File: config.mk
export PLATFORM = sky130hd
export DESIGN_NAME = bsp_port
export DESIGN_NICKNAME = d
export VERILOG_FILES = /design/src/rtl/bsp_port.sv
export SDC_FILE = /design/constraint.sdc
export NUM_CORES = 1
export LEC_CHECK = 0
export BUFFER_PORTS_ARGS = -buffer_cell sky130_fd_sc_hd__buf_2
export CAP_MARGIN = 0
export CORE_AREA = 2 2 141 178
export CTS_BUF_LIST = sky130_fd_sc_hd__clkbuf_4
export DETAILED_ROUTE_END_ITERATION = 8
export DIE_AREA = 0 0 143 180
export SYNTH_ARGS = -nofsm -noshare
export SYNTH_HDL_FRONTEND = slang
export SYNTH_SLANG_ARGS = --single-unit
File: constraint.sdc
create_clock -name clk -period 2.5 [get_ports clk]
set_input_delay 0.5 -clock clk [delete_from_list [all_inputs] [get_ports clk]]
set_output_delay 0.5 -clock clk [all_outputs]
set_load 0.01 [all_outputs]
File: src/rtl/bsp_port.sv
module bsp_port #(
  parameter int FW = 7
) (
  input  logic          clk,
  input  logic          rst_n,
  input  logic          tx_wr,
  input  logic [31:0]   tx_wdata,
  input  logic [2:0]    tx_wlen,
  input  logic [FW-1:0] tx_flen,
  output logic          tx_ready,
  output logic          tx_event,
  output logic          tx_underflow,
  input  logic          rx_rd,
  output logic [31:0]   rx_rdata,
  input  logic [2:0]    rx_wlen,
  input  logic [FW-1:0] rx_flen,
  output logic          rx_ready,
  output logic          rx_event,
  output logic          rx_overrun,
  input  logic          tx_sclk,
  input  logic          tx_fs,
  output logic          tx_dout,
  input  logic          rx_sclk,
  input  logic          rx_fs,
  input  logic          rx_din
);

  function automatic logic [5:0] wbits(input logic [2:0] c);
    case (c)
      3'd0:    return 6'd8;
      3'd1:    return 6'd12;
      3'd2:    return 6'd16;
      3'd3:    return 6'd20;
      3'd4:    return 6'd24;
      default: return 6'd32;
    endcase
  endfunction

  // transmit side
  logic [2:0]    txc_q;
  logic [1:0]    txf_q;
  logic          tx_act;
  logic [5:0]    tx_bit;
  logic [FW-1:0] tx_word;
  logic [31:0]   tx_sr, tx_dr;

  wire        tx_rise     = txc_q[1] & ~txc_q[2];
  wire [5:0]  tx_n        = wbits(tx_wlen);
  wire        tx_last_bit = (tx_bit == tx_n);
  wire        tx_load     = tx_rise & ((~tx_act & txf_q[1]) |
                                       (tx_act & tx_last_bit & (tx_word != tx_flen)));
  wire [31:0] tx_al       = tx_dr << (6'd32 - tx_n);

  always_ff @(posedge clk or negedge rst_n) begin
    if (!rst_n) begin
      txc_q   <= '0;
      txf_q   <= '0;
      tx_act  <= 1'b0;
      tx_bit  <= '0;
      tx_word <= '0;
      tx_sr   <= '0;
      tx_dout <= 1'b0;
    end else begin
      txc_q <= {txc_q[1:0], tx_sclk};
      txf_q <= {txf_q[0], tx_fs};
      if (tx_load) begin
        tx_act  <= 1'b1;
        tx_bit  <= 6'd1;
        tx_word <= tx_act ? tx_word + 1'b1 : '0;
        tx_dout <= tx_al[31];
        tx_sr   <= tx_al << 1;
      end else if (tx_rise && tx_act) begin
        if (tx_last_bit) begin
          tx_act  <= 1'b0;
          tx_dout <= 1'b0;
        end else begin
          tx_dout <= tx_sr[31];
          tx_sr   <= tx_sr << 1;
          tx_bit  <= tx_bit + 1'b1;
        end
      end
    end
  end

  always_ff @(posedge clk or negedge rst_n) begin
    if (!rst_n) begin
      tx_dr        <= '0;
      tx_ready     <= 1'b1;
      tx_event     <= 1'b0;
      tx_underflow <= 1'b0;
    end else begin
      tx_event <= tx_load;
      if (tx_wr) begin
        tx_dr    <= tx_wdata;
        tx_ready <= 1'b0;
      end else if (tx_load) begin
        tx_ready <= 1'b1;
      end
      if (tx_load && tx_ready) tx_underflow <= 1'b1;
      else if (tx_wr)          tx_underflow <= 1'b0;
    end
  end

  // receive side
  logic [2:0]    rxc_q;
  logic [1:0]    rxf_q, rxd_q;
  logic          rx_act, rbr_full;
  logic [5:0]    rx_bit;
  logic [FW-1:0] rx_word;
  logic [31:0]   rx_sr, rbr;

  wire        rx_rise = rxc_q[1] & ~rxc_q[2];
  wire [5:0]  rx_n    = wbits(rx_wlen);
  wire [31:0] rx_next = {rx_sr[30:0], rxd_q[1]};
  wire        rx_done = rx_rise & rx_act & ((rx_bit + 6'd1) == rx_n);
  wire        rx_load = rbr_full & ~rx_ready;
  wire        rx_keep = rx_done & (~rbr_full | rx_load);

  always_ff @(posedge clk or negedge rst_n) begin
    if (!rst_n) begin
      rxc_q   <= '0;
      rxf_q   <= '0;
      rxd_q   <= '0;
      rx_act  <= 1'b0;
      rx_bit  <= '0;
      rx_word <= '0;
      rx_sr   <= '0;
    end else begin
      rxc_q <= {rxc_q[1:0], rx_sclk};
      rxf_q <= {rxf_q[0], rx_fs};
      rxd_q <= {rxd_q[0], rx_din};
      if (rx_rise) begin
        if (!rx_act) begin
          if (rxf_q[1]) begin
            rx_act  <= 1'b1;
            rx_bit  <= '0;
            rx_word <= '0;
            rx_sr   <= '0;
          end
        end else if (rx_done) begin
          rx_sr  <= '0;
          rx_bit <= '0;
          if (rx_word == rx_flen) rx_act  <= 1'b0;
          else                    rx_word <= rx_word + 1'b1;
        end else begin
          rx_sr  <= rx_next;
          rx_bit <= rx_bit + 1'b1;
        end
      end
    end
  end

  always_ff @(posedge clk or negedge rst_n) begin
    if (!rst_n) begin
      rbr        <= '0;
      rbr_full   <= 1'b0;
      rx_rdata   <= '0;
      rx_ready   <= 1'b0;
      rx_event   <= 1'b0;
      rx_overrun <= 1'b0;
    end else begin
      rx_event <= rx_load;
      if (rx_load) begin
        rx_rdata <= rbr;
        rx_ready <= 1'b1;
      end else if (rx_rd) begin
        rx_ready <= 1'b0;
      end
      if (rx_keep) begin
        rbr      <= rx_next;
        rbr_full <= 1'b1;
      end else if (rx_load) begin
        rbr_full <= 1'b0;
      end
      if (rx_done && !rx_keep) rx_overrun <= 1'b1;
      else if (rx_rd)          rx_overrun <= 1'b0;
    end
  end

  AST_IDLE_LOW: assert property (@(posedge clk) disable iff (!rst_n)
    !tx_act |-> !tx_dout);
  AST_RX_EVENT_ON_RISE: assert property (@(posedge clk) disable iff (!rst_n)
    rx_event |-> $rose(rx_ready));
  AST_READ_CLEARS: assert property (@(posedge clk) disable iff (!rst_n)
    rx_rd && rx_ready |=> !rx_ready);
  AST_HELD_WORD: assert property (@(posedge clk) disable iff (!rst_n)
    rx_ready && !rx_rd |=> rx_ready && $stable(rx_rdata));
  AST_WRITE_CLEARS: assert property (@(posedge clk) disable iff (!rst_n)
    tx_wr |=> !tx_ready);
  AST_TX_EVENT_READY: assert property (@(posedge clk) disable iff (!rst_n)
    tx_event && !$past(tx_wr) |-> tx_ready);

endmodule

==> results.yml, run 1 <==
sta:
  timing_max_transition_violations_final: 0
  max_slew_margin: 0.538
  final_critical_delay_including_setup_and_external_delays_ns: 2.34
  fmax_ghz: 0.427
  fin_skew_ns: 0.0339
  count_of_final_hold_check_violations: 0
  setup_viol: 0
  timing.final.crit_share: 0.938
  worst_pin_slew_ns: 0.685
  rsz0062_at_grt: "no"
setup_path:
  critical_path.reg2reg.endpoint: "tx_sr[22]"
  start_kind: "register"
  worst-endpoint-required_ns: 3.04
  worst_path_cell_trace: "buf_4 -> nor2b_1 -> o21ai_0 -> o2111ai_1 -> o31a_1 -> buf_4 -> inv_2 -> buf_12 -> mux2i_1 -> o21ai_0"
  critPathArrivalTime_ns: 2.89
  path_class: "register to register"
  max_stage_delay_ns: 0.39
  cp_slowest_cell: "sky130_fd_sc_hd__dfrtp_1"
  timing.reg2reg.setup_slack_ns: 0.16
  crit_path_max_fanout: 25
  number_of_cells_traversed_by_the_worst_register_to_register_path: 10
  worstReg2RegStart: "tx_bit[4]"
  nature_of_the_critical_path_endpoint: "register"
power_and_ir_drop:
  power_density_nw_per_um2: 750
  sw_frac_of_total: 0.308
  cellInternalPower_mw: 5.92
  p_seq_frac: 0.495
  power.net_switching_mw: 2.63
  power_mw: 8.56
  combPwrFrac: 0.178
  irDropWorstVdd_v: 0.000390
  power.static_leakage_nw: 5.40
  power.clock.fraction: 0.327
cts:
  root_buffer: "sky130_fd_sc_hd__clkbuf_4"
  cts_tree: "yes"
  clk_path_buf_depth: 3
  worst_setup_hold_path_clk_slew_ns: 0.08
  numCtsBuffers: 52
  numClockSinks: 206
  ctsHtreeMaxLevel: 2
  clk-insertion-delay-late_ns: 0.67
global_routing:
  grt_pass1_wl_mm: 37.8
  grt_antenna_before_repair: 1
  maximum_number_of_pins_on_one_net_before_global_route_repair: 60
  global_route_congestion_overflow_total: 0
  track_usage: 0.181
  vias_in_the_first_global_route: 7309
placed_design:
  routabilityCongestion: 0.840
  placement.cell_area_sq_um: 10600
  dp.cells: 1266
  dp_hpwl_mm: 15.0
  buffer_ports.inserted: 99
synth:
  ys_dominant_reg_cell: "sky130_fd_sc_hd__dfrtp_1"
  number_of_flops_mapped_to_enable_cells_by_yosys: 0
  netlist_area_pre_place_sq_um: 9480
  yosys_warnings: 0
  syn-mean-instance-area_sq_um: 11.1
  synthMostInstantiatedCell: "sky130_fd_sc_hd__dfrtp_1"
  netlist-cell-type-count: 60
  netlist_instances: 855
  seq_total_area_yosys: 0.544
  biggest_area_consumer_among_synthesized_cells: "sky130_fd_sc_hd__dfrtp_1"
  ys_top_cells_by_area: "sky130_fd_sc_hd__dfrtp_1 54%, sky130_fd_sc_hd__mux2_2 11%, sky130_fd_sc_hd__nand2_1 3.8%, sky130_fd_sc_hd__a22o_1 3.8%, sky130_fd_sc_hd__o21ai_0 2.1%"
  proportion_of_synthesized_flip_flops_having_asynchronous_set_or_reset: 1.00
  ffs_latches_synth: 206
  synth_commonest_cells: "205 x sky130_fd_sc_hd__dfrtp_1, 96 x sky130_fd_sc_hd__nand2_1, 93 x sky130_fd_sc_hd__mux2_2"
  syn-num-nets: 922
  synth_top_cell_area_share: 0.541
worst_hold_path:
  worst_hold_startpoint: "tx_wdata[26]"
  hold_path_class: "input port to register"
  min_to: "tx_dr[26]"
  hold_depth: 2
die:
  die_extent_in_y_um: 180
  initial_core_utilization: 0.393
  rows: 64
  dieArea_sq_um: 25700
  io-pin-count: 100
  fp.dieW_um: 143
  coreArea_sq_um: 24100
routing:
  detailed_route_wl_mm: 22.9
  remaining_drc_errors: 0
  detail_route.iter0.violations: 462
  drt-vias-per-instance: 5.31
  dr.pass1.iters: 5
  wl_per_cell_um: 16.7
  number_of_vias_after_detailed_routing: 7285
  postRouteAntennaNets: 0
finish:
  finish.instance_area_sq_um: 11400
  final_net_count: 1068
  layoutNonFillerInstCount: 1373
  proportion_of_layout_cells_with_a_drive_suffix_above_1: 0.320
  area.growth.synth_to_final_pct: 20.3
status:
  status: "finished clean"
job:
  cap_violations: 0
-- cell families after synthesis --
family | after synthesis | share of synthesized area
multiplexers | 108 | 0.127
XOR/XNOR | 20 | 0.0185
buffers and inverters | 77 | 0.0378
adder cells (fa/ha/maj) | 6 | 0.00792
flip-flops | 206 | 0.544
AO/OA/AOI/OAI | 202 | 0.149
AND/OR/NAND/NOR | 236 | 0.116
-- per-layer routing --
metal	vias to the layer above	wire length, um	share of wire	GRT usage
met5	-	0	0	0
met1	3587	9650	0.42	0.228
met3	44	1290	0.056	0.0466
met4	0	583	0.025	0.0653
met2	217	11400	0.50	0.301
li1	3437	-	-	-
-- flip-flops by register name, indices dropped and copies added, names as in the netlist, 6 cells and up --
register  count
rbr          32
rx_bit        6
rx_rdata     32
rx_sr        31
rx_word       7
tx_bit        6
tx_dr        32
tx_sr        31
tx_word       7
-- worst max path at each step --
| stage | slack (ns) | endpoint | depth (start not counted) | startpoint |
|---|---|---|---|---|
| after detailed placement | -0.10 | tx_sr[18] | 9 | tx_wlen[0] |
| after CTS | 0.03 | rbr[6] | 8 | rx_bit[1] |
| after floorplan | 0.15 | tx_sr[10] | 9 | tx_wlen[1] |
| after global routing | 0.02 | tx_sr[14] | 8 | tx_bit[4] |
| final | 0.16 | tx_sr[22] | 10 | tx_bit[4] |
| after global placement | -0.08 | tx_word[6] | 8 | tx_wlen[0] |
-- stage by stage --
stage	TNS, ns	utilization	hold WS (ns)	worst slack, ns
detailed placement	-1.69	0.440	0.336	-0.102
floorplan	0	-	0.204	0.154
global route	0	0.473	0.000113	0.0165
finish	0	0.473	0.0616	0.155
global placement	-0.619	0.440	0.332	-0.0766
CTS	0	0.470	0.0218	0.0283
-- critical path: cells and delay by family, from the launching register on --
kind | cells | cell delay [ns]
AOI/OAI and AO/OA | 4 | 0.96
buffers and inverters | 4 | 0.55
DFF | 1 | 0.39
muxes | 1 | 0.21
and+or+nand+nor | 1 | 0.12
-- layout make-up --
cell class                 instances  area, sq um
inverter                          17         63.8
timing repair buffer             152         1100
tap                              330          413
multi-input combinational        572         4010
clock buffer                      75          563
clock inverter                    20         88.8
fill                            2274        12700
antenna                            1         2.50
sequential                       206         5160
-- power groups by stage --
stage	combinational, mW	sequential, mW	clock [mW]
after floorplan	1.06	4.14	0
after global placement	1.46	4.29	0
after detailed placement	1.50	4.29	0
after CTS	1.51	4.23	2.90
after global routing	1.74	4.30	3.12
final	1.52	4.24	2.79
-- cells in the final DEF, fill, tap and decap left out, drive strengths merged, types with 5 or more instances in the layout --
cell type    count
dfrtp          205
buf            141
mux2           100
nand2           96
clkbuf          77
nor2            46
a22o            41
o21ai           41
nand3           35
a31oi           28
inv             19
a21oi           18
clkinv          18
o22ai           17
xnor2           16
nand4           10
o31ai           10
nor3            10
dlygate4sd3      9
mux2i            8
nor2b            7
or3              7
o221ai           7
a221oi           6
ha               6
nand2b           5
and3             5
-- timing repair --
action,4_1_cts,5_1_grt
endpoints found under the setup margin,0,85
hold buffers,7,2
setup buffers,0,1
hold endpoints to repair,61,2
resized for setup,0,5
Note: power is estimated with default switching activity, not from simulation.
==> run 2: changes to the inputs <==
==> constraint.sdc (replaced) <==
create_clock -name clk -period 2.3 [get_ports clk]
set_input_delay 0.46 -clock clk [delete_from_list [all_inputs] [get_ports clk]]
set_output_delay 0.46 -clock clk [all_outputs]
set_load 0.01 [all_outputs]
==> results.yml, run 2 (synthesis gave the netlist of run 1 again) <==
setup_path:
  number_of_cells_traversed_by_the_worst_register_to_register_path: 10
  critical_path.reg2reg.endpoint: "rx_bit[2]"
  critical_path_start: "rx_bit[0]"
  timing.reg2reg.setup_slack_ns: -0.10
  crit_path_max_fanout: 17
  worstReg2RegStart: "rx_bit[0]"
  critPathArrivalTime_ns: 2.95
  worst-endpoint-required_ns: 2.85
  start_kind: "register"
  nature_of_the_critical_path_endpoint: "register"
  path_class: "register to register"
sta:
  count_of_final_hold_check_violations: 0
  max_slew_margin: 0.488
  timing.final.crit_share: 1.04
  rsz0062_at_grt: "yes"
  setup-tns-final_ns: -1.96
  worst_pin_slew_ns: 0.760
  fmax_ghz: 0.417
  setup_slack_ns: -0.100
  setup_viol: 36
  fin_skew_ns: 0.0410
  fin_worst_hold_slack_ns: 0.0481
  timing_max_transition_violations_final: 0
  final_critical_delay_including_setup_and_external_delays_ns: 2.40
placed_design:
  preCtsSetupSlack_ns: -0.350
  placement.cell_area_sq_um: 10700
  dp_hpwl_mm: 15.3
  buffer_ports.inserted: 99
  routabilityCongestion: 0.848
worst_hold_path:
  worst_hold_startpoint: "tx_wdata[19]"
  min_to: "tx_dr[19]"
  hold_path_class: "input port to register"
  hold_depth: 2
power_and_ir_drop:
  combPwrFrac: 0.198
  irDropWorstVdd_v: 0.000458
  power.clock.fraction: 0.323
  power.static_leakage_nw: 5.79
  p_seq_frac: 0.480
  sw_frac_of_total: 0.300
  power_density_nw_per_um2: 790
  cellInternalPower_mw: 6.70
  power.net_switching_mw: 2.87
routing:
  wl_per_cell_um: 16.9
  drt-vias-per-instance: 5.28
  postRouteAntennaNets: 0
  number_of_vias_after_detailed_routing: 7501
  remaining_drc_errors: 0
  dr.pass1.iters: 5
  detail_route.iter0.violations: 446
  detailed_route_wl_mm: 24.0
die:
  fp.dieW_um: 143
  initial_core_utilization: 0.393
  rows: 64
  io-pin-count: 100
  dieArea_sq_um: 25700
  coreArea_sq_um: 24100
  die_extent_in_y_um: 180
global_routing:
  grt_antenna_before_repair: 1
  vias_in_the_first_global_route: 7629
  maximum_number_of_pins_on_one_net_before_global_route_repair: 51
  grt_pass1_wl_mm: 38.6
  global_route_congestion_overflow_total: 0
  track_usage: 0.185
finish:
  final_common_cell: "sky130_fd_sc_hd__dfrtp_1"
  top_library_cells_by_usage_in_the_layout_fill_and_taps_aside: "205 x sky130_fd_sc_hd__dfrtp_1, 98 x sky130_fd_sc_hd__buf_2, 95 x sky130_fd_sc_hd__nand2_1, 82 x sky130_fd_sc_hd__clkbuf_4, 68 x sky130_fd_sc_hd__mux2_2"
  proportion_of_layout_cells_with_a_drive_suffix_above_1: 0.349
  biggestRegsByFlops: "rbr: 32 flops, rx_rdata: 32 flops, tx_dr: 32 flops"
  area.growth.synth_to_final_pct: 27.8
  final_net_count: 1121
  finish.instance_area_sq_um: 12100
cts:
  numClockSinks: 206
  worst_setup_hold_path_clk_slew_ns: 0.07
  root_buffer: "sky130_fd_sc_hd__clkbuf_4"
  clk_path_buf_depth: 3
  cts_tree: "yes"
  ctsHtreeMaxLevel: 2
  numCtsBuffers: 54
  clk-insertion-delay-late_ns: 0.67
status:
  violations: "negative setup slack"
  status: "finished with violations"
job:
  cap_violations: 0
-- run 2: worst max-delay path: stages (launching register included) --
cell and delay (ns):
sky130_fd_sc_hd__dfrtp_1 0.40, sky130_fd_sc_hd__ha_2 0.24, sky130_fd_sc_hd__nand3_1 0.15, sky130_fd_sc_hd__xnor2_1 0.17
sky130_fd_sc_hd__xnor2_1 0.26, sky130_fd_sc_hd__o311a_4 0.31, sky130_fd_sc_hd__buf_6 0.12, sky130_fd_sc_hd__nor3_4 0.04
sky130_fd_sc_hd__buf_4 0.16, sky130_fd_sc_hd__buf_12 0.15, sky130_fd_sc_hd__a221o_1 0.29
-- run 2: worst max path at each step --
stage / end / slack, ns
2_1_floorplan: tx_sr[10] / -0.006
3_3_place_gp: tx_word[6] / -0.33
3_5_place_dp: tx_word[6] / -0.35
4_1_cts: rbr[29] / -0.03
5_1_grt: rx_sr[15] / -0.21
6_report: rx_bit[2] / -0.10
-- run 2: final cells by class --
class | count | area (sq um)
inverters | 17 | 63.8
clock inverters | 10 | 46.3
flip-flops and latches | 206 | 5160
well taps | 330 | 413
multi-input cells | 572 | 4200
diodes | 1 | 2.50
clock buffers | 82 | 616
fillers | 2166 | 12000
repair buffers | 203 | 1610
-- run 2: stage by stage --
| stage | std cells | total power, mW | util |
|---|---|---|---|
| 3_5_place_dp | 1284 | 6.38 | 0.446 |
| 3_3_place_gp | 1284 | 6.35 | 0.446 |
| 4_1_cts | 1413 | 9.63 | 0.492 |
| 2_1_floorplan | 855 | 5.66 | - |
| 6_report | 1421 | 9.57 | 0.502 |
| 5_1_grt | 1421 | 10.2 | 0.502 |
-- run 2: power groups by stage --
stage          logic (mW)  clock network [mW]  registers, mW
5_1_grt              2.13                3.43           4.66
2_1_floorplan        1.16                   0           4.50
3_3_place_gp         1.72                   0           4.63
6_report             1.89                3.09           4.59
4_1_cts              1.83                3.22           4.57
3_5_place_dp         1.74                   0           4.64
-- run 2: timing repair --
item,in CTS,in global routing
hold endpoints to repair,78,1
endpoints found under the setup margin,73,97
pin swaps,8,5
buffers inserted,3,4
hold buffers,32,1
resized for setup,12,43
cloned,2,2
-- run 2: per-layer routing --
layer,global-route usage,share of wire
met5,0,0
met4,0.0788,0.033
met3,0.0453,0.050
met2,0.314,0.50
met1,0.222,0.42
